[src/rtl/mtt_pkg.sv]
package mtt_pkg;

  typedef enum logic [1:0] {
    LVL_NONE = 2'd0,
    LVL_WARM = 2'd1,
    LVL_HOT  = 2'd2
  } level_t;

  // trip index order used by the comparator array
  localparam int TRIP_WARM = 0;
  localparam int TRIP_HOT  = 1;
  localparam int TRIP_CRIT = 2;
  localparam int NUM_TRIPS = 3;

  // register addresses
  localparam int ADR_WARM_THR = 0;
  localparam int ADR_HOT_THR  = 1;
  localparam int ADR_CRIT_THR = 2;
  localparam int ADR_WARM_AMT = 3;
  localparam int ADR_HOT_AMT  = 4;
  localparam int ADR_HYST     = 5;

  // datapath comparison results
  typedef struct packed {
    logic aboveWarm;
    logic aboveHot;
    logic aboveCrit;
    logic holdWarm;
    logic holdHot;
  } cmpFlags_t;

  // control to datapath strobes
  typedef struct packed {
    logic   loadThrottle;
    level_t selLevel;
  } ctrlStrobes_t;

endpackage

[src/rtl/mtt_datapath.sv]
module mtt_datapath
  import mtt_pkg::*;
#(
  parameter int TEMP_W = 8,
  parameter int AMT_W  = 4,
  parameter int ADDR_W = 3
) (
  input  logic              clk,
  input  logic              rstN,
  input  logic              regWrEn,
  input  logic [ADDR_W-1:0] regAddr,
  input  logic [TEMP_W-1:0] regWrData,
  output logic [TEMP_W-1:0] regRdData,
  input  logic [TEMP_W-1:0] temp,
  output cmpFlags_t         flags,
  input  ctrlStrobes_t      strobes,
  output logic [AMT_W-1:0]  throttleAmt
);

  localparam int SUM_W = TEMP_W + 1;
  localparam logic [TEMP_W-1:0] THR_RESET = {TEMP_W{1'b1}};

  logic [TEMP_W-1:0] tripThr [NUM_TRIPS];
  logic [AMT_W-1:0]  warmAmt;
  logic [AMT_W-1:0]  hotAmt;
  logic [TEMP_W-1:0] hystVal;
  logic [NUM_TRIPS-1:0] aboveVec;
  logic [NUM_TRIPS-1:0] holdVec;
  logic [SUM_W-1:0]  tempPlusHyst;

  assign tempPlusHyst = {1'b0, temp} + {1'b0, hystVal};

  // trip threshold registers and comparators, one slice per trip
  for (genvar gi = 0; gi < NUM_TRIPS; gi++) begin : g_trip
    always_ff @(posedge clk) begin
      if (!rstN) begin
        tripThr[gi] <= THR_RESET;
      end else if (regWrEn && regAddr == ADDR_W'(gi)) begin
        tripThr[gi] <= regWrData;
      end
    end
    assign aboveVec[gi] = temp > tripThr[gi];
    assign holdVec[gi]  = tempPlusHyst > {1'b0, tripThr[gi]};
  end

  always_ff @(posedge clk) begin
    if (!rstN) begin
      warmAmt <= '0;
      hotAmt  <= '0;
      hystVal <= '0;
    end else if (regWrEn) begin
      if (regAddr == ADDR_W'(ADR_WARM_AMT)) warmAmt <= regWrData[AMT_W-1:0];
      if (regAddr == ADDR_W'(ADR_HOT_AMT))  hotAmt  <= regWrData[AMT_W-1:0];
      if (regAddr == ADDR_W'(ADR_HYST))     hystVal <= regWrData;
    end
  end

  always_comb begin
    regRdData = '0;
    if (regAddr == ADDR_W'(ADR_WARM_THR))      regRdData = tripThr[TRIP_WARM];
    else if (regAddr == ADDR_W'(ADR_HOT_THR))  regRdData = tripThr[TRIP_HOT];
    else if (regAddr == ADDR_W'(ADR_CRIT_THR)) regRdData = tripThr[TRIP_CRIT];
    else if (regAddr == ADDR_W'(ADR_WARM_AMT)) regRdData = TEMP_W'(warmAmt);
    else if (regAddr == ADDR_W'(ADR_HOT_AMT))  regRdData = TEMP_W'(hotAmt);
    else if (regAddr == ADDR_W'(ADR_HYST))     regRdData = hystVal;
  end

  always_comb begin
    flags.aboveWarm = aboveVec[TRIP_WARM];
    flags.aboveHot  = aboveVec[TRIP_HOT];
    flags.aboveCrit = aboveVec[TRIP_CRIT];
    flags.holdWarm  = holdVec[TRIP_WARM];
    flags.holdHot   = holdVec[TRIP_HOT];
  end

  // throttle output register, loaded only on a control strobe
  always_ff @(posedge clk) begin
    if (!rstN) begin
      throttleAmt <= '0;
    end else if (strobes.loadThrottle) begin
      case (strobes.selLevel)
        LVL_HOT:  throttleAmt <= hotAmt;
        LVL_WARM: throttleAmt <= warmAmt;
        default:  throttleAmt <= '0;
      endcase
    end
  end

endmodule

[src/rtl/mtt_control.sv]
module mtt_control
  import mtt_pkg::*;
(
  input  logic         clk,
  input  logic         rstN,
  input  logic         tempValid,
  input  cmpFlags_t    flags,
  output ctrlStrobes_t strobes,
  output logic         shutdownReq
);

  level_t curLevel;
  level_t nextLevel;
  logic   keepHot;
  logic   keepWarm;

  assign keepHot  = (curLevel == LVL_HOT) && flags.holdHot;
  assign keepWarm = (curLevel != LVL_NONE) && flags.holdWarm;

  always_comb begin
    if (flags.aboveHot || keepHot) begin
      nextLevel = LVL_HOT;
    end else if (flags.aboveWarm || keepWarm) begin
      nextLevel = LVL_WARM;
    end else begin
      nextLevel = LVL_NONE;
    end
  end

  assign strobes.loadThrottle = tempValid;
  assign strobes.selLevel     = nextLevel;

  always_ff @(posedge clk) begin
    if (!rstN) begin
      curLevel    <= LVL_NONE;
      shutdownReq <= 1'b0;
    end else if (tempValid) begin
      curLevel <= nextLevel;
      if (flags.aboveCrit) shutdownReq <= 1'b1;
    end
  end

endmodule

[src/rtl/mem_trip_throttle.sv]
module mem_trip_throttle
  import mtt_pkg::*;
#(
  parameter int TEMP_W = 8,
  parameter int AMT_W  = 4,
  parameter int ADDR_W = 3
) (
  input  logic              clk,
  input  logic              rstN,
  input  logic              regWrEn,
  input  logic [ADDR_W-1:0] regAddr,
  input  logic [TEMP_W-1:0] regWrData,
  output logic [TEMP_W-1:0] regRdData,
  input  logic              tempValid,
  input  logic [TEMP_W-1:0] temp,
  output logic [AMT_W-1:0]  throttleAmt,
  output logic              shutdownReq
);

  cmpFlags_t    cmpFlags;
  ctrlStrobes_t ctrlStrobes;

  mtt_datapath #(
    .TEMP_W(TEMP_W),
    .AMT_W (AMT_W),
    .ADDR_W(ADDR_W)
  ) u_dp (
    .clk        (clk),
    .rstN       (rstN),
    .regWrEn    (regWrEn),
    .regAddr    (regAddr),
    .regWrData  (regWrData),
    .regRdData  (regRdData),
    .temp       (temp),
    .flags      (cmpFlags),
    .strobes    (ctrlStrobes),
    .throttleAmt(throttleAmt)
  );

  mtt_control u_ctrl (
    .clk        (clk),
    .rstN       (rstN),
    .tempValid  (tempValid),
    .flags      (cmpFlags),
    .strobes    (ctrlStrobes),
    .shutdownReq(shutdownReq)
  );

endmodule

[config.mk]
export PLATFORM = sky130hd
export DESIGN_NAME = mem_trip_throttle
export DESIGN_NICKNAME = d
export VERILOG_FILES = /design/src/rtl/mtt_pkg.sv /design/src/rtl/mtt_datapath.sv /design/src/rtl/mtt_control.sv /design/src/rtl/mem_trip_throttle.sv
export SDC_FILE = /design/constraint.sdc
export NUM_CORES = 1
export LEC_CHECK = 0
export BUFFER_PORTS_ARGS = -buffer_cell sky130_fd_sc_hd__clkbuf_2
export CAP_MARGIN = 20
export CORE_MARGIN = 2
export CORE_UTILIZATION = 25
export DETAILED_ROUTE_END_ITERATION = 8
export GPL_ROUTABILITY_DRIVEN = 0
export GPL_TIMING_DRIVEN = 0
export HOLD_SLACK_MARGIN = 0.15
export PLACE_DENSITY = 0.42
export SYNTH_ARGS = -nofsm -noshare
export SYNTH_HDL_FRONTEND = slang
export SYNTH_SLANG_ARGS = --single-unit
[constraint.sdc]
create_clock -name clk -period 6.37 [get_ports clk]
set_input_delay 0.637 -clock clk [delete_from_list [all_inputs] [get_ports clk]]
set_output_delay 0.637 -clock clk [all_outputs]
set_load 0.01 [all_outputs]
* Yosys cells after proc, flatten, opt, wreduce, memory -nomap -nowiden
Memories as Yosys holds them, arrays and structs flattened. Cells that the tools add are included.
Word-level totals: bits in latches 0, output and inout port bits 13, ROM bits 0, memory bits (writable) 24, bits in registers 23, input bits 23, memories 1
Operators by class: equality and inequality tests 8, reductions and logical operators 13, $add $sub $neg 1, bitwise logic cells 3, div/mod/pow operators 0, multipliers 0, multiplexer cells 22, order comparisons 5, shifts and indexed selects 0
Memory list:
- u_dp.tripThr | depth 3, bits a word 8, read ports 3, clocked after memory_dff 0, write ports 3, line mtt_datapath.sv:23 | logic [TEMP_W-1:0] tripThr [NUM_TRIPS];
Operators by type and width (number):
- 2-to-1 mux 8 bit | 9
- > comparator 8 bit | 3
- > comparator 9 x 8 -> 1 bit | 2
- 2-to-1 mux 1 bit | 11
- adder 8 x 8 -> 9 bit | 1
- case mux 4 bit (2 select lines) | 1
- AND reduction 2 bit | 4
- == test 3 x 2 -> 1 bit, second input constant | 2
- == test 3 bit, second input constant | 2
- logical AND 1 bit | 5
- == test 2 bit, second input constant | 2
- == test 3 x 1 -> 1 bit, second input constant | 1
- zero test 3 bit | 1
- bitwise OR 1 bit | 3
- == test 2 x 1 -> 1 bit, second input constant | 1
- logical OR 1 bit | 2
- 2-to-1 mux 2 bit | 1
- nonzero test 2 bit | 1

* Logic depth before layout (Yosys ltp)
Gate-level depths: netlist (run 1).
depth after elaboration 8, depth in mapped cells 16

* By module
A second synthesis (run 1) with hierarchy kept.
Unflattened totals: cells, all modules 388, area, all modules 3579.7 sq um
Modules (own cells, without submodules):
- mtt_datapath | cells an instance 370, sequential area each 1121.1 sq um, area an instance 3428.3 sq um, times used 1
- mtt_control | cells an instance 18, sequential area each 60.1 sq um, area an instance 151.4 sq um, times used 1

* Worst setup path after synthesis (run 1)
OpenSTA, ideal clock, no wires.
kind input to register, start point in temp[0], end point reg u_dp.throttleAmt[0], slack 2.869 ns, data required time 6.311 ns, stages on the path 16, data arrival time 3.442 ns, library setup time 0.059 ns, path through ha_1 > inv_1 > fa_1 > nor2b_4 > o31a_1 > o21a_1 > nor2_1 > xnor2_1 > ha_1 > nand4_1 > nor3_1 > and2b_1 > a221oi_2 > nand3_2 > nor3b_4 > a221o_1
Between the ends: cells in the longest elaborated chain, start to end 8
RTL lines:
- start: declaration | line mem_trip_throttle.sv:15 | input logic [TEMP_W-1:0] temp,
- adder 8 x 8 -> 9 bit | line mtt_datapath.sv:31 | assign tempPlusHyst = {1'b0, temp} + {1'b0, hystVal};
- > comparator 9 x 8 -> 1 bit | line mtt_datapath.sv:43 | assign holdVec[gi] = tempPlusHyst > {1'b0, tripThr[gi]};
- logical AND 1 bit | line mtt_control.sv:18 | assign keepWarm = (curLevel != LVL_NONE) && flags.holdWarm;
- logical OR 1 bit | line mtt_control.sv:23 | end else if (flags.aboveWarm || keepWarm) begin
- 2-to-1 mux 1 bit | line mtt_control.sv:23
- 2-to-1 mux 2 bit * | line mtt_control.sv:21 | if (flags.aboveHot || keepHot) begin
- == test 2 x 1 -> 1 bit / == test 2 bit (equally long branches) | line mtt_datapath.sv:81 | case (strobes.selLevel)
- case mux 4 bit (2 select lines) * | line mtt_datapath.sv:81
- end signal: assignment | line mtt_datapath.sv:82 | LVL_HOT: throttleAmt <= hotAmt;
- end signal: assignment | line mtt_datapath.sv:83 | LVL_WARM: throttleAmt <= warmAmt;
- end: declaration | line mtt_datapath.sv:17 | output logic [AMT_W-1:0] throttleAmt
Mark *: on every way between the ends. The rest lies on a longest branch, timed or not. A chain may end at the register's enable or synchronous reset.

* Worst setup path after layout (run 1)
start point in temp[1], end point reg u_dp.throttleAmt[2]
Same word-level chain as after synthesis.

==> results of run 1 <==
==> metal layers <==
metal,up-vias,global-route usage (%),share of wire (%)
met5,-,0,0
met4,0,4.31,1.8
met3,9,2.09,4.2
met2,64,26.7,49
met1,1399,20.3,45
li1,1459,-,-
==> logic make-up after synthesis <==
kind of cell	synth area share [%]
fa+ha+maj	17.6
simple gates	18.0
buf+inv	5.13
compound gates	18.7
mux	5.91
flops	33.4
xor+xnor	1.24
==> placed cells by master (no fill, tap or decap), drive strengths merged, types with 2 or more instances in the layout <==
master	n
mux2i	13
xor2	2
a21oi	28
a2111oi	2
o21ai	21
buf	7
a21o	2
nand2	27
o31ai	2
a31oi	2
dfxtp	23
nor3	7
or2	9
and2	5
nand2b	22
nor4	3
o211ai	2
clkinv	2
xnor2	3
nor2	14
nand3	5
ha	48
a221o	4
o2bb2ai	5
o22ai	6
nand4	7
clkbuf	46
mux4	3
inv	38
o21a	8
nor2b	14
a21boi	8
edfxtp	24
==> state kept, by name, indices dropped and copies added, names as in the netlist <==
name and cells:
u_ctrl.curLevel 2, u_ctrl.shutdownReq 1, u_dp.hotAmt 4, u_dp.hystVal 8
u_dp.throttleAmt 4, u_dp.tripThr 24, u_dp.warmAmt 4
==> area by class of cell <==
class | instances | area, um2
multi-input combinational | 285 | 2180
fill | 1483 | 9730
timing repair buffer | 38 | 190
sequential | 47 | 1180
buffer | 9 | 35.0
tap | 180 | 225
clock inverter | 2 | 12.5
clock buffer | 6 | 129
inverter | 39 | 146
==> metrics by stage <==
| stage | worst slack [ns] | instance area [um2] | utilization, % |
|---|---|---|---|
| after floorplan | 2.87 | 3530 | - |
| after global placement | 2.19 | 3930 | 28.4 |
| after detailed placement | 2.16 | 3950 | 28.6 |
| after CTS | 2.48 | 4090 | 29.6 |
| after global routing | 2.22 | 4100 | 29.6 |
| final | 2.48 | 4100 | 29.6 |
==> worst paths after layout <==
kind	startpoint	end	slack, ns	cells past startpoint
setup reg to reg	u_dp.hystVal[1]	u_dp.throttleAmt[2]	2.57	15
hold reg to reg	u_dp.hystVal[0]	u_dp.hystVal[0]	0.51	2
hold / removal	u_dp.hystVal[0]	u_dp.hystVal[0]	0.51	2
setup / recovery	temp[1]	u_dp.throttleAmt[2]	2.48	16
==> tightest hold or removal path, cell delays in order (launching register included) <==
cell and delay [ns]:
dfxtp_1 0.34, nand2_1 0.06, a21boi_0 0.06
==> power groups by stage <==
| stage | logic, mW | registers [mW] | clock network [mW] |
|---|---|---|---|
| after global routing | 0.207 | 0.346 | 0.279 |
| after floorplan | 0.121 | 0.345 | 0 |
| final | 0.184 | 0.344 | 0.262 |
| after CTS | 0.185 | 0.344 | 0.266 |
| after global placement | 0.179 | 0.351 | 0 |
| after detailed placement | 0.184 | 0.351 | 0 |
==> flow_summary.yaml, run 1 <==
status:
  outcome: "complete, no violations"
setup_path:
  cp.required_ns: 6.60
  cp.arrival_ns: 4.13
  critPathKind: "primary input to flip-flop"
  path_cells: "clkbuf_2, ha_1, a21o_1, a21oi_1, nor2b_1, o21ai_0, a21oi_1, xor2_1, ha_1, nand4_1, nor3_1, and2b_1, a221oi_2, nand3_2, nor3b_4, a221o_1"
  cpLargestDelayFamily: "compound AO/OA/AOI/OAI gates"
  crit_fanout: 5
  path_buf_inv: 1
  crit_path_end_kind: "flip-flop"
  startpoint_type: "primary input"
  slowest_delay_ns: 0.35
  critical_path.slowest_cell: "nor3_1"
placement:
  dp_hpwl_um: 9060
  port_buffers: 34
  dp.cells: 597
timing:
  worst_hold_slack_ns: 0.508
  period_needed_ns: 3.89
  worst_slew_pin_slew_ns: 0.831
  fmax_mhz: 257
  rsz0062_at_grt: "no"
  slew_headroom_pct: 44.2
  setup_viol: 0
  setup_tns_ns: 0
  hold_violations: 0
  drv_slew: 0
  fin_crit_sh_pct: 61.1
  clock_skew_ns: 0.00636
cells_and_area:
  area_delta_synth_final_pct: 15.9
  fin_nets: 497
  drive_gt1_share_pct: 16.0
  fin_cells: 606
  antennaDiodeCount: 0
synthesis:
  synth_nets: 452
  seq_area_frac_synth_pct: 33.4
  syn_inst: 380
  ys.flop_type: "edfxtp_1"
  synth_edf_count: 24
  synth_warnings: 0
  synth_common_cells: "ha_1, inv_1, a21oi_1, nand2_1, edfxtp_1"
  synth_seq_cells: 47
  ys_types: 51
  async_reset_ff_share_pct: 0
  synth_area_leader_cell: "edfxtp_1"
  syn_area_um2: 3530
  synth_top_area_share_pct: 20.4
  avgSynthCellArea_um2: 9.30
  yosysMostFrequentCell: "ha_1"
  synthTopCellsByArea: "edfxtp_1, ha_1, dfxtp_1, inv_1, a21oi_1"
global_routing:
  grt_pass1_wl_um: 17100
  grt_pass1_vias: 2945
  overflow: 0
  antenna_found_initial: 0
  grt_max_degree: 15
  grt_usage_pct: 15.5
floorplanning:
  fp.dieArea_um2: 15100
  start_util_pct: 25.6
  coreArea_um2: 13800
  dieWidth_um: 123
  rows: 43
  die_height_um: 123
  ios: 36
drt:
  drt_iter0_markers: 180
  drc: 0
  dr_total_vias: 2931
  drt_pass1_iterations: 4
  vias_per_cell: 4.84
  wl_um: 11200
  ant_nets: 0
  wl_per_cell_um: 18.4
clock_network:
  clock-sinks: 47
  clkTransAtPathRegs_ns: 0.06
  cts_buffers: 5
  cts_max_path_buffers: 2
  htreeDepth: 2
  root_buffer: "clkbuf_16"
  cts_tree: "done"
  post_cts_buffers: 0
  clock_latency_ns: 0.29
  cts_hold_buf: 0
  post_cts_resized: 0
power_and_ir_drop:
  power.density_nw_per_um2: 193
  peakVddDrop_mv: 0.148
  intPower_mw: 0.551
  swShare_pct: 30.2
  power.switching_mw: 0.238
  pwr-share-seq_pct: 43.6
  p_clk_share_pct: 33.1
  power_mw: 0.789
  combPwrFrac_pct: 23.3
  p_leak_nw: 1.72
worst_hold_path:
  hp-class: "flip-flop to flip-flop"
job:
  maxCapViolCount: 0
Power figures use the tool's default switching activity.
==> run 2, diff against run 1 <==
==> constraint.sdc (replaced) <==
create_clock -name clk -period 3.8 [get_ports clk]
set_input_delay 0.38 -clock clk [delete_from_list [all_inputs] [get_ports clk]]
set_output_delay 0.38 -clock clk [all_outputs]
set_load 0.01 [all_outputs]
==> flow_summary.yaml, run 2 (synthesis gave the netlist of run 1 again) <==
status:
  outcome: "complete, no violations"
setup_path:
  cpLargestDelayFamily: "simple AND/OR/NAND/NOR gates"
  crit_fanout: 4
  r2r_slack_ns: 0.25
  critical_path.slowest_cell: "fa_2"
  r2r-end: "u_dp.throttleAmt[2]"
  path_cells: "ha_1, inv_1, fa_2, nor2b_4, o31a_1, o21a_1, nor2_1, xnor2_1, ha_1, nand4_1, nor3_2, and2b_1, a221oi_2, nand3_2, nor3b_4, a221o_1"
  crit_top_cell: "ha_1"
  slowest_delay_ns: 0.38
  crit_end: "u_dp.throttleAmt[2]"
  cp.arrival_ns: 3.79
  crit_cells: 16
  cp.required_ns: 4.03
  crit_path_end_kind: "flip-flop"
  crit_start: "u_dp.hystVal[0]"
  startpoint_type: "flip-flop"
  critPathKind: "flip-flop to flip-flop"
  path_buf_inv: 1
  reg2reg_depth: 16
  timing.rr.start: "u_dp.hystVal[0]"
timing:
  worst_hold_slack_ns: 0.345
  setup_tns_ns: 0
  hold_violations: 0
  fmax_mhz: 282
  rsz0062_at_grt: "no"
  period_needed_ns: 3.55
  clock_skew_ns: 0.00610
  drv_slew: 0
  fin_ws_ns: 0.248
  slew_headroom_pct: 43.5
  setup_viol: 0
  worst_slew_pin_slew_ns: 0.841
  fin_crit_sh_pct: 93.5
placement:
  post-place-ws_ns: -0.148
  place_area_um2: 3950
  port_buffers: 34
  dp_hpwl_um: 9060
global_routing:
  grt_pass1_wl_um: 17100
  overflow: 0
  grt_max_degree: 15
  antenna_found_initial: 0
  grt_pass1_vias: 2945
  grt_usage_pct: 15.5
drt:
  drc: 0
  wl_per_cell_um: 18.4
  wl_um: 11200
  ant_nets: 0
  dr_total_vias: 2979
  drt_iter0_markers: 167
  vias_per_cell: 4.90
  drt_pass1_iterations: 4
clock_network:
  clock_latency_ns: 0.29
  cts_max_path_buffers: 2
  cts_buffers: 5
  cts_tree: "done"
  cts_hold_buf: 0
  clock-sinks: 47
  htreeDepth: 2
  root_buffer: "clkbuf_16"
  clkTransAtPathRegs_ns: 0.07
power_and_ir_drop:
  power_mw: 1.32
  peakVddDrop_mv: 0.247
  power.density_nw_per_um2: 321
  p_leak_nw: 1.73
floorplanning:
  dieWidth_um: 123
  start_util_pct: 25.6
  die_height_um: 123
  rows: 43
  ios: 36
  fp.dieArea_um2: 15100
  coreArea_um2: 13800
cells_and_area:
  final_area_um2: 4120
  area_delta_synth_final_pct: 16.7
  reg.largest.list: "u_dp.tripThr: 24 flops, u_dp.hystVal: 8 flops"
  fin_nets: 499
  antennaDiodeCount: 0
  final_common_cell: "ha_1"
  drive_gt1_share_pct: 17.1
  largest-register: "u_dp.tripThr"
  largest_reg_flops: 24
  mostFrequentLayoutCells: "ha_1, inv_1, clkbuf_2"
worst_hold_path:
  hp-class: "primary input to flip-flop"
job:
  maxCapViolCount: 0
==> run 2: cell count changes in the layout (fill, tap and decap cells not counted), sizes merged <==
cell	change
buf	+2
==> run 2: timing repair <==
item,4_1_cts,5_1_grt
setup endpoints to repair,0,5
gates resized for setup,0,4
setup buffers,0,2
==> run 2: layer usage <==
metal	vias up	global-route usage, %	wire (um)
met1	1435	20.3	5080
met3	9	2.09	427
met4	0	4.31	197
met2	74	26.7	5500
li1	1461	-	-
met5	-	0	0
==> run 2: cell type report <==
class,count,area (um2)
inverters,39,146
repair buffers,40,205
clock buffers,6,129
flip-flops and latches,47,1180
well taps,180,225
multi-input cells,285,2190
plain buffers,9,35.0
fillers,1479,9700
clock inverters,2,12.5
==> run 2: worst register-to-register path: cells and delay by family, from the launching register on <==
kind / cells / cell delay [ns]
flops: 1 / 0.37
xor+xnor: 1 / 0.16
simple gates: 7 / 1.24
fa+ha+maj: 3 / 0.89
buf+inv: 1 / 0.05
compound gates: 4 / 0.78
==> run 2: report_power, final <==
group,internal [mW],total (mW),switching (mW)
Sequential,0.557,0.577,0.0197
Clock,0.243,0.438,0.195
Combinational,0.124,0.310,0.186
Total,0.924,1.32,0.400
==> run 2: how the worst min path moves through the flow <==
stage                     depth (start not counted)               to             from
final                                             3  u_dp.hystVal[7]     regWrData[7]
after global routing                              3  u_dp.hystVal[7]     regWrData[7]
after CTS                                         3  u_dp.hystVal[7]     regWrData[7]
after detailed placement                          2  u_dp.hystVal[0]  u_dp.hystVal[0]
after global placement                            2  u_dp.hystVal[0]  u_dp.hystVal[0]
after floorplan                                   2  u_dp.hystVal[2]  u_dp.hystVal[2]
==> run 2: stage by stage <==
stage	utilization, %	std cells
floorplan	-	380
global placement	28.4	594
detailed placement	28.6	597
CTS	29.6	605
global route	29.8	608
finish	29.8	608
==> run 3, diff against run 2 <==
--- a/config.mk
+++ b/config.mk
@@ -14,6 +14,8 @@
 export GPL_TIMING_DRIVEN = 0
 export HOLD_SLACK_MARGIN = 0.15
 export PLACE_DENSITY = 0.42
+export REMOVE_ABC_BUFFERS = 1
 export SYNTH_ARGS = -nofsm -noshare
 export SYNTH_HDL_FRONTEND = slang
+export SYNTH_HIERARCHICAL = 1
 export SYNTH_SLANG_ARGS = --single-unit
==> constraint.sdc (replaced) <==
create_clock -name clk -period 3.69 [get_ports clk]
set_input_delay 0.369 -clock clk [delete_from_list [all_inputs] [get_ports clk]]
set_output_delay 0.369 -clock clk [all_outputs]
set_load 0.01 [all_outputs]
==> flow_summary.yaml, run 3 <==
status:
  outcome: "complete, no violations"
placement:
  port_buffers: 35
  dp_hpwl_um: 8240
synthesis:
  syn_inst: 388
  synth_seq_cells: 47
  ys_types: 50
  synth_warnings: 6
  synth_area_leader_cell: "edfxtp_1"
  avgSynthCellArea_um2: 9.23
  async_reset_ff_share_pct: 0
  synthTopCellsByArea: "edfxtp_1, ha_1, dfxtp_1, mux2i_1, or2_2"
  synth_top_area_share_pct: 20.1
  synth_edf_count: 24
  synth_common_cells: "ha_1, inv_1, nand2_1"
  seq_area_frac_synth_pct: 33.0
  yosysMostFrequentCell: "ha_1"
  syn_area_um2: 3580
  ys.flop_type: "edfxtp_1"
cells_and_area:
  mostFrequentLayoutCells: "ha_1, clkbuf_2, inv_1, nand2_1"
  area_delta_synth_final_pct: 18.0
  reg.largest.list: "u_dp/tripThr: 24 flops, u_dp/hystVal: 8 flops"
  drive_gt1_share_pct: 25.3
  final_common_cell: "ha_1"
  fin_nets: 503
  largest_reg_flops: 24
  antennaDiodeCount: 0
  largest-register: "u_dp/tripThr"
timing:
  fin_crit_sh_pct: 97.1
  hold_violations: 0
  fmax_mhz: 279
  slew_headroom_pct: 60.2
  worst_slew_pin_slew_ns: 0.597
  setup_tns_ns: 0
  rsz0062_at_grt: "yes"
  clock_skew_ns: 0.00766
  drv_slew: 0
  period_needed_ns: 3.58
  setup_viol: 0
clock_network:
  clock_latency_ns: 0.29
  root_buffer: "clkbuf_16"
  clock-sinks: 47
  cts_buffers: 5
  cts_max_path_buffers: 2
  cts_tree: "done"
  htreeDepth: 2
  clkTransAtPathRegs_ns: 0.06
drt:
  wl_um: 10200
  drc: 0
  wl_per_cell_um: 16.7
  vias_per_cell: 4.77
  dr_total_vias: 2910
  drt_pass1_iterations: 4
  ant_nets: 0
  drt_iter0_markers: 174
setup_path:
  startpoint_type: "flip-flop"
  cp.required_ns: 3.88
  crit_top_cell: "ha_4"
  cp.arrival_ns: 3.77
  crit_path_end_kind: "flip-flop"
  path_cells: "ha_4, inv_2, fa_2, nor2b_1, o21a_1, a31o_4, nor2_2, xnor2_2, ha_4, a211oi_2, nand2_1, a31oi_1, o211ai_1, buf_4, a31oi_2, inv_1, ha_4, nand2b_4, o22ai_1, and2_1"
  crit_fanout: 4
  slowest_delay_ns: 0.37
  critPathKind: "flip-flop to flip-flop"
  r2r_slack_ns: 0.11
  critical_path.slowest_cell: "dfxtp_4"
power_and_ir_drop:
  p_leak_nw: 1.79
  power.density_nw_per_um2: 327
  power_mw: 1.38
  peakVddDrop_mv: 0.171
floorplanning:
  start_util_pct: 25.7
  fp.dieArea_um2: 15300
  coreArea_um2: 13900
  ios: 36
  die_height_um: 124
  dieWidth_um: 124
  rows: 43
global_routing:
  grt_usage_pct: 13.8
  grt_pass1_wl_um: 15700
  overflow: 0
  antenna_found_initial: 0
  grt_max_degree: 30
  grt_pass1_vias: 2933
job:
  maxCapViolCount: 0
worst_hold_path:
  hp-class: "primary input to flip-flop"
run 3: routing by layer:
layer	part of all wire (%)	GRT usage (%)
met5	0	0
met4	3.1	5.82
met3	3.1	2.20
met2	47	22.9
met1	47	17.6
run 3: kinds of logic after synthesis:
family | Yosys count | share of synthesized area (%)
AO/OA/AOI/OAI | 88 | 15.7
multiplexers | 19 | 6.05
adder cells (fa/ha/maj) | 51 | 18.0
XOR/XNOR | 6 | 1.47
flip-flops | 47 | 33.0
buffers and inverters | 46 | 5.84
AND/OR/NAND/NOR | 131 | 19.9
run 3: final timing paths:
| path | from | endpoint | depth (start not counted) |
|---|---|---|---|
| min reg2reg | u_dp/hystVal[3] | u_dp/hystVal[3] | 2 |
| max | u_dp/hystVal[0] | u_dp/throttleAmt[2] | 20 |
| max reg2reg | u_dp/hystVal[0] | u_dp/throttleAmt[2] | 20 |
| min | regWrData[4] | u_dp/hystVal[4] | 3 |
run 3: power by group:
part	internal [mW]	leakage (nW)	total, mW	switching [mW]
registers	0.574	0.426	0.597	0.0233
clock network	0.247	0.0659	0.431	0.184
logic	0.151	1.30	0.354	0.203
run 3: metrics by stage:
| step | instances | cell area [um2] | setup slack [ns] | hold WS (ns) | util, % |
|---|---|---|---|---|---|
| floorplan | 380 | 3510 | 0.285 | 0.457 | - |
| global placement | 595 | 3910 | -0.343 | 0.479 | 28.1 |
| detailed placement | 595 | 3910 | -0.394 | 0.488 | 28.1 |
| CTS | 607 | 4170 | 0.0256 | 0.362 | 29.9 |
| global route | 610 | 4220 | -0.0795 | 0.399 | 30.3 |
| finish | 610 | 4220 | 0.108 | 0.367 | 30.3 |
run 3: cell type report:
class                      count  area (um2)
clock buffer                   6         129
clock inverter                 2        7.51
fill                        1434        9710
inverter                      38         143
multi-input combinational    295        2310
sequential                    47        1180
tap                          180         225
timing repair buffer          42         228
run 3: worst max-delay path: cells and delay by family, from the launching register on:
family,cells,cell delay (ns)
compound gates,7,1.06
fa+ha+maj,4,1.02
simple gates,5,0.52
flops,1,0.37
buf+inv,3,0.31
xor+xnor,1,0.21
run 3: timing repair:
item,CTS,global route
pin swaps,11,11
endpoints found under the setup margin,4,4
setup buffers,4,3
hold buffers,0,0
gates resized for setup,19,7
